`src/rtl/sign_repr_pkg.sv`:
```
package sign_repr_pkg;

  typedef enum logic [2:0] {
    FMT_SIGNMAG = 3'd0,
    FMT_ONESC   = 3'd1,
    FMT_OFFSET  = 3'd2,
    FMT_NEGA    = 3'd3,
    FMT_ZIGZAG  = 3'd4,
    FMT_GOLOMB  = 3'd5
  } fmt_e;

  typedef struct packed {
    logic load;
    logic encode;
    logic fmtOk;
    fmt_e fmt;
  } strobe_t;

endpackage

```
`src/rtl/srconv_ctrl.sv`:
```
module srconv_ctrl
  import sign_repr_pkg::*;
(
  input  logic       clk,
  input  logic       rstN,
  input  logic       inValid,
  input  logic       inDir,
  input  logic [2:0] inFmt,
  output strobe_t    strobe,
  output logic       outValid
);

  logic armed;

  always_comb begin
    strobe.load   = inValid;
    strobe.encode = ~inDir;
    strobe.fmtOk  = (inFmt <= 3'd5);
    strobe.fmt    = fmt_e'(inFmt);
  end

  always_ff @(posedge clk) begin
    if (!rstN) begin
      outValid <= 1'b0;
      armed    <= 1'b0;
    end else begin
      outValid <= inValid;
      armed    <= 1'b1;
    end
  end

  // result valid trails input valid by one clock
  assert_valid_latency_R1: assert property (@(posedge clk) disable iff (!rstN)
    armed |-> (outValid == $past(inValid)));

endmodule

```
`src/rtl/srconv_datapath.sv`:
```
module srconv_datapath
  import sign_repr_pkg::*;
#(
  parameter int WIDTH = 8
) (
  input  logic             clk,
  input  logic             rstN,
  input  strobe_t          strobe,
  input  logic [WIDTH-1:0] inData,
  output logic [WIDTH-1:0] outData,
  output logic             outRange
);

  localparam int XW = WIDTH + 2;
  localparam logic signed [XW-1:0] ONE    = {{(XW-1){1'b0}}, 1'b1};
  localparam logic signed [XW-1:0] ZERO   = '0;
  localparam logic signed [XW-1:0] TC_MAX = {3'b000, {(WIDTH-1){1'b1}}};
  localparam logic signed [XW-1:0] TC_MIN = {3'b111, {(WIDTH-1){1'b0}}};
  localparam logic signed [XW-1:0] U_MAX  = {2'b00, {WIDTH{1'b1}}};
  localparam logic [WIDTH-1:0]     MOST_NEG = {1'b1, {(WIDTH-1){1'b0}}};

  logic signed [XW-1:0] sx, ux, mag, v, t, wt, acc, w;
  logic [WIDTH-1:0] res, nextData;
  logic             oor, armed;
  logic             neg;

  always_comb begin
    sx  = {{2{inData[WIDTH-1]}}, inData};
    ux  = {2'b00, inData};
    neg = inData[WIDTH-1];
    mag = neg ? -sx : sx;
    res = '0;
    oor = 1'b0;
    v   = sx;
    t   = '0;
    wt  = ONE;
    acc = '0;
    w   = '0;
    if (!strobe.fmtOk) begin
      oor = 1'b1;
    end else if (strobe.encode) begin
      case (strobe.fmt)
        FMT_SIGNMAG: begin
          oor = (inData == MOST_NEG);
          res = {neg, mag[WIDTH-2:0]};
        end
        FMT_ONESC: begin
          oor = (inData == MOST_NEG);
          res = neg ? {1'b1, ~mag[WIDTH-2:0]} : inData;
        end
        FMT_OFFSET: res = {~inData[WIDTH-1], inData[WIDTH-2:0]};
        FMT_NEGA: begin
          for (int i = 0; i < WIDTH; i++) begin
            res[i] = v[0];
            t = v - {{(XW-1){1'b0}}, v[0]};
            v = -(t >>> 1);
          end
          oor = (v != ZERO);
        end
        FMT_ZIGZAG: res = {inData[WIDTH-2:0], 1'b0} ^ {WIDTH{neg}};
        FMT_GOLOMB: begin
          w   = (sx > ZERO) ? ((sx <<< 1) - ONE) : -(sx <<< 1);
          oor = (w > U_MAX);
          res = w[WIDTH-1:0];
        end
        default: oor = 1'b1;
      endcase
    end else begin
      case (strobe.fmt)
        FMT_SIGNMAG: begin
          w   = {3'b000, inData[WIDTH-2:0]};
          w   = neg ? -w : w;
          res = w[WIDTH-1:0];
        end
        FMT_ONESC: begin
          w   = neg ? -({2'b00, ~inData}) : ux;
          res = w[WIDTH-1:0];
        end
        FMT_OFFSET: res = {~inData[WIDTH-1], inData[WIDTH-2:0]};
        FMT_NEGA: begin
          for (int i = 0; i < WIDTH; i++) begin
            if (inData[i]) acc = acc + wt;
            wt = -(wt <<< 1);
          end
          oor = (acc > TC_MAX) || (acc < TC_MIN);
          res = acc[WIDTH-1:0];
        end
        FMT_ZIGZAG: res = {1'b0, inData[WIDTH-1:1]} ^ {WIDTH{inData[0]}};
        FMT_GOLOMB: begin
          w   = inData[0] ? ((ux + ONE) >>> 1) : -(ux >>> 1);
          oor = (w > TC_MAX);
          res = w[WIDTH-1:0];
        end
        default: oor = 1'b1;
      endcase
    end
    nextData = oor ? '0 : res;
  end

  always_ff @(posedge clk) begin
    if (!rstN) begin
      outData  <= '0;
      outRange <= 1'b0;
      armed    <= 1'b0;
    end else begin
      armed <= 1'b1;
      if (strobe.load) begin
        outData  <= nextData;
        outRange <= oor;
      end
    end
  end

  // a raised flag always comes with a zero word
  assert_zero_on_range_R9: assert property (@(posedge clk) disable iff (!rstN)
    outRange |-> (outData == '0));

  // no load, no change
  assert_hold_R1: assert property (@(posedge clk) disable iff (!rstN)
    (armed && !$past(strobe.load)) |-> ($stable(outData) && $stable(outRange)));

  // offset binary always representable
  assert_offset_ok_R4: assert property (@(posedge clk) disable iff (!rstN)
    (armed && $past(strobe.load) && $past(strobe.fmtOk) && $past(strobe.fmt) == FMT_OFFSET)
      |-> !outRange);

  // zig-zag always representable
  assert_zigzag_ok_R7: assert property (@(posedge clk) disable iff (!rstN)
    (armed && $past(strobe.load) && $past(strobe.fmtOk) && $past(strobe.fmt) == FMT_ZIGZAG)
      |-> !outRange);

  // reserved codes flag
  assert_reserved_flag_R10: assert property (@(posedge clk) disable iff (!rstN)
    (armed && $past(strobe.load) && !$past(strobe.fmtOk)) |-> outRange);

endmodule

```
`src/rtl/sign_repr_conv.sv`:
```
module sign_repr_conv
  import sign_repr_pkg::*;
#(
  parameter int WIDTH = 8
) (
  input  logic             clk,
  input  logic             rstN,
  input  logic             inValid,
  input  logic             inDir,
  input  logic [2:0]       inFmt,
  input  logic [WIDTH-1:0] inData,
  output logic             outValid,
  output logic [WIDTH-1:0] outData,
  output logic             outRange
);

  strobe_t strobe;

  srconv_ctrl u_ctrl (
    .clk      (clk),
    .rstN     (rstN),
    .inValid  (inValid),
    .inDir    (inDir),
    .inFmt    (inFmt),
    .strobe   (strobe),
    .outValid (outValid)
  );

  srconv_datapath #(.WIDTH(WIDTH)) u_dp (
    .clk      (clk),
    .rstN     (rstN),
    .strobe   (strobe),
    .inData   (inData),
    .outData  (outData),
    .outRange (outRange)
  );

endmodule

```
`config.mk`:
```
export PLATFORM = sky130hd
export DESIGN_NAME = sign_repr_conv
export DESIGN_NICKNAME = d
export VERILOG_FILES = /design/src/rtl/sign_repr_pkg.sv /design/src/rtl/srconv_ctrl.sv /design/src/rtl/srconv_datapath.sv /design/src/rtl/sign_repr_conv.sv
export SDC_FILE = /design/constraint.sdc
export NUM_CORES = 1
export LEC_CHECK = 0
export ABC_AREA = 1
export BUFFER_PORTS_ARGS = -buffer_cell sky130_fd_sc_hd__buf_2
export CAP_MARGIN = 15
export CORE_ASPECT_RATIO = 1.75
export CORE_MARGIN = 1.5
export CORE_UTILIZATION = 60
export DETAILED_ROUTE_END_ITERATION = 12
export PLACE_DENSITY = 0.79
export RECOVER_POWER = 50
export SYNTH_ARGS = -nofsm -noshare
export SYNTH_HDL_FRONTEND = slang
export SYNTH_HIERARCHICAL = 1
export SYNTH_SLANG_ARGS = --single-unit
```
`constraint.sdc`:
```
create_clock -name clk -period 21 [get_ports clk]
set_input_delay 3.15 -clock clk [delete_from_list [all_inputs] [get_ports clk]]
set_output_delay 3.15 -clock clk [all_outputs]
set_load 0.03 [all_outputs]
```
==> impl_metrics.json, run 1 <==
{
  "cp-start-kind": "primary input",
  "timing.final.ws_setup_ps": 11170,
  "synth_cell_types": 49,
  "cts_tree": "yes",
  "final_nets": 641,
  "vias": 3997,
  "vias_per_cell": 5.93,
  "dpl.hpwl_mm": 8.47,
  "grt_pass1_vias": 3925,
  "post_drt_wl_per_cell_um": 15.6,
  "crit_type": "primary input to register",
  "combPwrFrac_pct": 85.3,
  "port-buffer-count": 24,
  "tightest_slew_ps": 620,
  "fill_cells": 596,
  "cp_max_fo": 9,
  "hold_ws_ps": 465,
  "cts_resized": 0,
  "fin_area_um2": 3800,
  "globalplace.congestion": 0.960,
  "syn-cell-area_um2": 3640,
  "cts-hold-fix-buffers": 0,
  "path_clk_slew_ps": 50,
  "grt_pass1_wl_mm": 17.3,
  "min_period_ps": 9830,
  "core-area_um2": 5880,
  "grt.overflow.total": 0,
  "dieWidth_um": 61.8,
  "postPlaceCellArea_um2": 3760,
  "clock-sinks": 10,
  "worstPathRequired_ps": 21170,
  "total_power_uw": 307,
  "slew_headroom_pct": 58.5,
  "final_max_slew_viol_count": 0,
  "detail-route-antenna-nets": 0,
  "maxCapViolCount": 0,
  "clk_path_buf_depth": 2,
  "cts_max_level": 1,
  "p_leak_nw": 1.81,
  "critical_path_arrival_ps": 10000,
  "async_flop_share_pct": 0,
  "status": "complete, no violations",
  "die_area_um2": 6550,
  "drtPass1Iterations": 5,
  "max_freq_mhz": 102,
  "final.setup.tns_ps": 0,
  "internal_power_uw": 125,
  "max_stage_delay_ps": 450,
  "p_sw_share_pct": 59.2,
  "crit_path_top_delay_cell": "ha_1",
  "avgSynthCellArea_um2": 6.24,
  "post-cts-setup-buffers": 0,
  "min_period_over_period_pct": 46.8,
  "powerDensity_nw_per_um2": 80.8,
  "synth_edf_count": 0,
  "path_buf_inv": 8,
  "gr-usage-all-layers_pct": 34.0,
  "post-place-ws_ps": 10910,
  "remaining_drc_errors": 0,
  "setup_violations": 0,
  "syn_to_final_growth_pct": 4.54,
  "diodes": 0,
  "seqPwrFrac_pct": 6.7,
  "cp_common_cell": "nand3_1",
  "ir_drop_v": 0.0000680,
  "drt_wl_total_mm": 10.5,
  "synthCells": 583,
  "worstSkewPairLatency_ps": 240,
  "yosys_register_bits": 10,
  "root_buffer": "clkbuf_8",
  "yosysSeqAreaShare_pct": 5.51,
  "grt_max_degree": 33,
  "hp-class": "register to register",
  "endpoint_kind": "register",
  "critPathTopFamily": "simple AND/OR/NAND/NOR gates",
  "fin_skew_ps": 0,
  "rows": 37,
  "syn_nets": 627,
  "io_pins": 25,
  "power_switching_uw": 182,
  "yosysWarnings": 6,
  "antenna_found_initial": 0,
  "drt_iter0_drc": 245,
  "initial_utilization_pct": 61.8,
  "hold_viol": 0,
  "rsz0062_at_grt": "false",
  "drive_gt1_share_pct": 24.5,
  "die_h_um": 106,
  "synth_ff_type": "dfxtp_1",
  "p_clk_share_pct": 8.0,
  "numCtsBuffers": 3
}
[cell usage after synthesis (all sizes together) (3+ instances only)]
cell / instances / area (um2)
nand2: 175 / 912
nand3: 93 / 628
inv: 77 / 292
nor2: 63 / 352
ha: 29 / 363
o21ai: 28 / 140
a21oi: 26 / 145
buf: 11 / 73.8
dfxtp: 10 / 200
o211ai: 9 / 67.6
xor2: 8 / 70.1
clkinv: 7 / 33.8
nand4: 6 / 37.5
a211oi: 5 / 42.5
clkbuf: 5 / 28.8
o2111ai: 5 / 43.8
o22ai: 3 / 18.8
o31ai: 3 / 22.5
xnor2: 3 / 26.3
[layout by cell type, fill, tap and decap left out, drive strengths merged, types with 3 or more instances in the layout]
master and n:
xor2 8, clkbuf 14, o31ai 3, buf 15
nor2 63, xnor2 3, a211oi 5, dfxtp 10
o2111ai 5, nand3 93, nand4 6, inv 77
nand2 175, ha 29, o21ai 28, o22ai 3
o211ai 9, a21oi 26, clkinv 7
[path summary, 6_finish.rpt]
check / startpoint / end / slack [ps] / cells past startpoint
worst max-delay path: inData[1] / u_dp/outData[1] / 11170 / 49
worst min-delay path: u_dp/outData[5] / u_dp/outData[5] / 460 / 2
worst max register to register: u_dp/outRange / u_dp/outRange / 20380 / 2
worst min register to register: u_dp/outData[5] / u_dp/outData[5] / 460 / 2
[cell type report]
class / count / area (um2) / share of cell area, %
clock buffer: 4 / 55.1 / 1.45
inverter: 84 / 325 / 8.56
multi-input combinational: 473 / 3010 / 79.1
sequential: 10 / 200 / 5.27
tap: 78 / 97.6 / 2.57
timing repair buffer: 25 / 115 / 3.03
[worst reg2reg max path: cells and delay by family (launching register included)]
kind | cells | cell delay (ps)
DFF | 1 | 300
AOI/OAI and AO/OA | 2 | 180
[through the flow]
stage | cells | util (%)
detailed placement | 670 | 63.9
global placement | 670 | 63.9
finish | 674 | 64.7
CTS | 674 | 64.9
floorplan | 583 | -
global route | 674 | 64.7
[power by group through the flow]
stage / Combinational (mW) / Clock, mW / Sequential, mW
final: 0.262 / 0.0245 / 0.0207
after global routing: 0.300 / 0.0261 / 0.0208
after CTS: 0.262 / 0.0252 / 0.0206
after detailed placement: 0.261 / 0 / 0.0210
after global placement: 0.253 / 0 / 0.0210
after floorplan: 0.216 / 0 / 0.0233
[per-layer routing]
metal | track usage (%) | vias to the layer above | wire [um]
met5 | 0 | - | 0
met4 | 21.6 | 0 | 692
met3 | 4.50 | 59 | 565
met2 | 59.4 | 161 | 5520
met1 | 35.5 | 1817 | 3740
li1 | - | 1960 | -
[registers in the layout, indices dropped and copies added, names as in the netlist]
| signal | count |
|---|---|
| u_ctrl/outValid | 1 |
| u_dp/outRange | 1 |
| u_dp/outData | 8 |
[kinds of logic (layout without fill, tap and decap cells)]
family,Yosys count,in the layout,share of synthesized area [%]
compound gates,90,90,15.8
flops,10,10,5.51
fa+ha+maj,29,29,9.98
buf+inv,100,113,11.8
xor+xnor,11,11,2.65
simple gates,343,343,54.3
Note: power is estimated with default switching activity, not from simulation.
==> inputs of run 2 (changes only) <==
--- a/config.mk
+++ b/config.mk
@@ -5,7 +5,7 @@
 export SDC_FILE = /design/constraint.sdc
 export NUM_CORES = 1
 export LEC_CHECK = 0
-export ABC_AREA = 1
+export ABC_AREA = 0
 export BUFFER_PORTS_ARGS = -buffer_cell sky130_fd_sc_hd__buf_2
 export CAP_MARGIN = 15
 export CORE_ASPECT_RATIO = 1.75
==> constraint.sdc (replaced) <==
create_clock -name clk -period 9.4 [get_ports clk]
set_input_delay 1.41 -clock clk [delete_from_list [all_inputs] [get_ports clk]]
set_output_delay 1.41 -clock clk [all_outputs]
set_load 0.03 [all_outputs]
==> run 2 against run 1 <==
Register-to-register slack lost 12000 ps. Critical path depth shrank 19. Utilization shrank 1.3 points. Clock power grew 130%. Power grew to 5.2 times the previous value. Clock skew is the same. First-iteration DRC count grew 86%. Area after synthesis grew 5.4%. Largest cell class unchanged. Highest routed layer unchanged.
==> impl_metrics.json, run 2 <==
{
  "status": "complete, no violations",
  "async_flop_share_pct": 0,
  "largest-register": "u_dp/outData",
  "numCtsBuffers": 3,
  "antenna_found_initial": 0,
  "core-area_um2": 6180,
  "setup_violations": 0,
  "yosysSeqAreaShare_pct": 5.22,
  "grt_use_met1_pct": 35.8,
  "die_h_um": 109,
  "holdPathEnd": "u_dp/outData[6]",
  "reg2reg_to": "u_dp/outRange",
  "r2r_start": "u_dp/outRange",
  "seq_area_um2": 200,
  "port-buffer-count": 24,
  "yosysWarnings": 6,
  "drt_wl_total_mm": 11.2,
  "fin_skew_ps": 0,
  "clock-sinks": 10,
  "initial_utilization_pct": 62.0,
  "crit_type": "primary input to register",
  "final_common_cell": "xnor2_1",
  "total_power_mw": 1.61,
  "vias_per_cell": 6.69,
  "max_stage_delay_ps": 500,
  "endpoint_kind": "register",
  "mostFrequentLayoutCells": "xnor2_1 (43), nand2_1 (41), o21ai_0 (41), nor2_1 (36), a21oi_1 (31)",
  "globalplace.congestion": 0.945,
  "largest_register_ffs": 8,
  "worstSkewPairLatency_ps": 240,
  "rsz0062_at_grt": "false",
  "drtPass1Iterations": 6,
  "min_period_ps": 8530,
  "diodes": 0,
  "post_drt_wl_per_cell_um": 18.5,
  "yosysMostFrequentCell": "xnor2_1",
  "synth_edf_count": 0,
  "fill_cells": 594,
  "powerDensity_nw_per_um2": 412,
  "cts_max_level": 1,
  "maxCapViolCount": 0,
  "critical_path_arrival_ps": 8700,
  "syn_to_final_growth_pct": 2.15,
  "die_area_um2": 6890,
  "synth_cell_types": 84,
  "drt_iter0_drc": 456,
  "io_pins": 25,
  "final_max_slew_viol_count": 0,
  "yosys_register_bits": 10,
  "min_period_over_period_pct": 90.8,
  "cts_resized": 0,
  "path_clk_slew_ps": 50,
  "final_nets": 570,
  "crit_path_top_delay_cell": "xnor3_1",
  "final.setup.tns_ps": 0,
  "synthCells": 533,
  "grt_pass1_vias": 3866,
  "syn_nets": 577,
  "tightest_slew_ps": 1030,
  "ir_drop_v": 0.000301,
  "cp_common_cell": "ha_1",
  "dieWidth_um": 63.4,
  "max_freq_mhz": 117,
  "met3_usage_pct": 2.06,
  "rows": 38,
  "top_usage_layer": "met2",
  "grt_max_degree": 42,
  "hold_start": "u_dp/outData[6]",
  "hp-class": "register to register",
  "min_path_cells": 2,
  "yosysTopAreaCellShare_pct": 9.83,
  "hold_viol": 0,
  "detail-route-antenna-nets": 0,
  "cp-start-kind": "primary input",
  "vias": 4046,
  "cts_tree": "yes",
  "worstPathRequired_ps": 9560,
  "avgSynthCellArea_um2": 7.19,
  "gr-usage-all-layers_pct": 32.6,
  "cts-hold-fix-buffers": 0,
  "p_leak_nw": 1.44,
  "remaining_drc_errors": 0,
  "worstRegToRegCells": 3,
  "cp_max_fo": 13,
  "post-cts-setup-buffers": 0,
  "multi_input_area_um2": 3340,
  "dpl.hpwl_mm": 8.33,
  "synthTopCellsByArea": "xnor2_1 (9.8%), ha_1 (9.5%), o21ai_0 (5.4%)",
  "synth_ff_type": "dfxtp_1",
  "root_buffer": "clkbuf_8",
  "grt_pass1_wl_mm": 18.4,
  "drive_gt1_share_pct": 10.7,
  "top_regs": "u_dp/outData (8), u_ctrl/outValid (1), u_dp/outRange (1)",
  "grt.overflow.total": 0,
  "synthTopCellsByCount": "xnor2_1 (43), nand2_1 (41), o21ai_0 (41), nor2_1 (36), a21oi_1 (31)",
  "syn-cell-area_um2": 3830,
  "worst-r2r-setup-slack_ps": 8650,
  "clk_path_buf_depth": 2,
  "gr-usage-met2_pct": 61.1,
  "slew_headroom_pct": 31.4,
  "synth_area_leader_cell": "xnor2_1"
}
-- run 2: final cells by class --
type                    instances  share of cell area, %
multi-input cells             460                   85.4
inverters                      25                   2.40
clock buffers                   4                   1.41
well taps                      80                   2.56
flip-flops and latches         10                   5.11
repair buffers                 26                   3.13
-- run 2: layer usage --
layer,vias up,share of wire [%]
met5,-,0
met4,0,5.4
met3,39,3.4
met2,150,52
met1,1905,39
li1,1952,-
-- run 2: how the worst max path moves through the flow --
| stage | slack [ps] | end | from | cells after the start |
|---|---|---|---|---|
| after global placement | 1060 | u_dp/outRange | inData[2] | 29 |
| final | 870 | u_dp/outData[6] | inData[2] | 30 |
| after floorplan | 1440 | u_dp/outRange | inData[1] | 31 |
| after global routing | 190 | u_dp/outData[6] | inData[2] | 30 |
| after detailed placement | 710 | u_dp/outRange | inData[2] | 30 |
| after CTS | 910 | u_dp/outData[6] | inData[2] | 30 |
-- run 2: worst max-delay path, delay by kind of cell --
kind	cells	cell delay, ps
xor+xnor	7	1660
compound gates	4	1250
fa+ha+maj	7	1870
buf+inv	3	530
mux	2	270
simple gates	7	1710
-- run 2: report_power, final --
group,switching [mW],leakage (nW),internal (mW)
logic,0.952,1.33,0.555
registers,0.00210,0.0817,0.0462
clock network,0.0198,0.0288,0.0370
-- run 2: cells by family (layout without fill, tap and decap cells) --
logic type / count (synthesis) / in the layout / share of synthesized area [%]
and+or+nand+nor: 178 / 178 / 24.7
buffers and inverters: 63 / 55 / 7.54
adders and majority gates: 31 / 31 / 9.99
DFF: 10 / 10 / 5.22
xor gates and xnor gates: 63 / 63 / 16.7
AOI/OAI and AO/OA: 179 / 179 / 33.4
muxes: 9 / 9 / 2.45
-- run 2: through the flow --
stage	cell area [um2]	setup WS (ps)	utilization (%)	std cells	hold slack, ps
after floorplan	3830	1440	-	533	684
after CTS	3920	914	63.4	604	488
after global placement	3860	1060	62.5	600	480
after detailed placement	3860	709	62.5	600	475
final	3920	866	63.3	605	503
after global routing	3920	192	63.3	605	535
==> inputs of run 3 (changes only) <==
--- a/config.mk
+++ b/config.mk
@@ -8,11 +8,13 @@
 export ABC_AREA = 0
 export BUFFER_PORTS_ARGS = -buffer_cell sky130_fd_sc_hd__buf_2
 export CAP_MARGIN = 15
+export CELL_PAD_IN_SITES_DETAIL_PLACEMENT = 1
+export CELL_PAD_IN_SITES_GLOBAL_PLACEMENT = 2
 export CORE_ASPECT_RATIO = 1.75
 export CORE_MARGIN = 1.5
-export CORE_UTILIZATION = 60
+export CORE_UTILIZATION = 37
 export DETAILED_ROUTE_END_ITERATION = 12
-export PLACE_DENSITY = 0.79
+export PLACE_DENSITY_LB_ADDON = 0.1
 export RECOVER_POWER = 50
 export SYNTH_ARGS = -nofsm -noshare
 export SYNTH_HDL_FRONTEND = slang
==> run 3 against run 2 <==
First-iteration DRC count decreased by 72%. Routed wire length increased by 24%. Die area increased by 60%. Worst hold slack got worse by 5.7 ps. Critical path depth unchanged. Sequential cell count unchanged.
==> impl_metrics.json, run 3 (synthesized netlist as in run 2, its figures left out) <==
{
  "status": "complete, no violations",
  "clock-sinks": 10,
  "final_nets": 570,
  "cts_resized": 0,
  "cp_max_fo": 13,
  "crit_type": "primary input to register",
  "maxCapViolCount": 0,
  "rsz0062_at_grt": "false",
  "min_period_ps": 8650,
  "worst-r2r-setup-slack_ps": 8620,
  "largest_register_ffs": 8,
  "fin_area_um2": 3990,
  "slew_headroom_pct": 35.3,
  "post-cts-setup-buffers": 0,
  "worstSkewPairLatency_ps": 230,
  "path_buf_inv": 4,
  "crit_path_top_delay_cell": "a2111oi_4",
  "numCtsBuffers": 3,
  "setup_violations": 0,
  "powerDensity_nw_per_um2": 409,
  "total_power_mw": 1.63,
  "fin_skew_ps": 0,
  "tightest_slew_ps": 968,
  "r2r_start": "u_dp/outRange",
  "io_pins": 25,
  "multi_input_area_um2": 3340,
  "postPlaceCellArea_um2": 3930,
  "path_clk_slew_ps": 40,
  "cp-start-kind": "primary input",
  "globalplace.congestion": 0.859,
  "hold_start": "u_dp/outData[0]",
  "fin_cells": 651,
  "dpl.hpwl_mm": 11.0,
  "die_h_um": 138,
  "hold_viol": 0,
  "timing.final.ws_setup_ps": 747,
  "grt_pass1_vias": 4019,
  "max_freq_mhz": 116,
  "hold_ws_ps": 497,
  "largest-register": "u_dp/outData",
  "p_leak_nw": 1.45,
  "max_stage_delay_ps": 500,
  "vias_per_cell": 6.12,
  "antenna_found_initial": 0,
  "drt_iter0_drc": 127,
  "cts_tree": "yes",
  "dieWidth_um": 79.9,
  "final_max_slew_viol_count": 0,
  "ir_drop_v": 0.000588,
  "drtPass1Iterations": 4,
  "critPathTopFamily": "adder cells",
  "core-area_um2": 10200,
  "initial_utilization_pct": 37.7,
  "cts-hold-fix-buffers": 0,
  "post-place-ws_ps": 504,
  "dp_cells": 648,
  "port-buffer-count": 24,
  "holdPathEnd": "u_dp/outData[0]",
  "drt_wl_total_mm": 13.9,
  "fill_cells": 1334,
  "min_path_cells": 2,
  "gr-usage-all-layers_pct": 25.3,
  "final_common_cell": "xnor2_1",
  "min_period_over_period_pct": 92.0,
  "final.setup.tns_ps": 0,
  "endpoint_kind": "register",
  "die_area_um2": 11000,
  "seq_area_um2": 200,
  "critical_path_arrival_ps": 8800,
  "rows": 49,
  "mostFrequentLayoutCells": "xnor2_1 (43), nand2_1 (41), o21ai_0 (41), nor2_1 (36), a21oi_1 (31)",
  "post_drt_wl_per_cell_um": 21.3,
  "cp_common_cell": "ha_1",
  "vias": 3983,
  "clk_path_buf_depth": 2,
  "drive_gt1_share_pct": 10.5,
  "fin_util_pct": 39.2,
  "remaining_drc_errors": 0,
  "detail-route-antenna-nets": 0,
  "grt.overflow.total": 0,
  "grt_max_degree": 42,
  "worstPathRequired_ps": 9550,
  "hp-class": "register to register",
  "diodes": 0,
  "syn_to_final_growth_pct": 4.21,
  "worstRegToRegCells": 3,
  "grt_pass1_wl_mm": 21.5,
  "root_buffer": "clkbuf_16",
  "top_regs": "u_dp/outData (8), u_ctrl/outValid (1), u_dp/outRange (1)",
  "cts_max_level": 1,
  "reg2reg_to": "u_dp/outRange"
}
-- run 3: cell type report --
type / instances / area share [%]
Timing Repair Buffer: 26 / 3.07
Tap cell: 127 / 3.98
Sequential cell: 10 / 5.01
Multi-Input combinational cell: 460 / 83.7
Clock buffer: 3 / 1.88
Inverter: 25 / 2.35
-- run 3: worst max path at each step --
stage,startpoint,to,slack (ps),depth (start not counted)
floorplan,inData[1],u_dp/outRange,1440,31
detailed placement,inData[2],u_dp/outData[6],500,30
CTS,inData[2],u_dp/outData[6],750,30
global route,inData[2],u_dp/outData[6],140,30
finish,inData[2],u_dp/outData[6],750,30
global placement,inData[2],u_dp/outRange,940,30
-- run 3: worst reg2reg max path, cell delays in order, from the launching register on --
cell,delay (ps)
dfxtp_1,320
o21ai_0,150
nor2_1,60
o21a_1,140
-- run 3: per-layer routing --
metal / GRT usage, % / part of all wire, %
met4: 10.9 / 4.5
met5: 0 / 0
met1: 28.0 / 39
met2: 48.2 / 54
met3: 1.46 / 1.9
-- run 3: power breakdown --
part / internal (mW) / total, mW / switching, mW
combinational: 0.558 / 1.51 / 0.953
clock: 0.0550 / 0.0735 / 0.0184
sequential: 0.0464 / 0.0484 / 0.00204
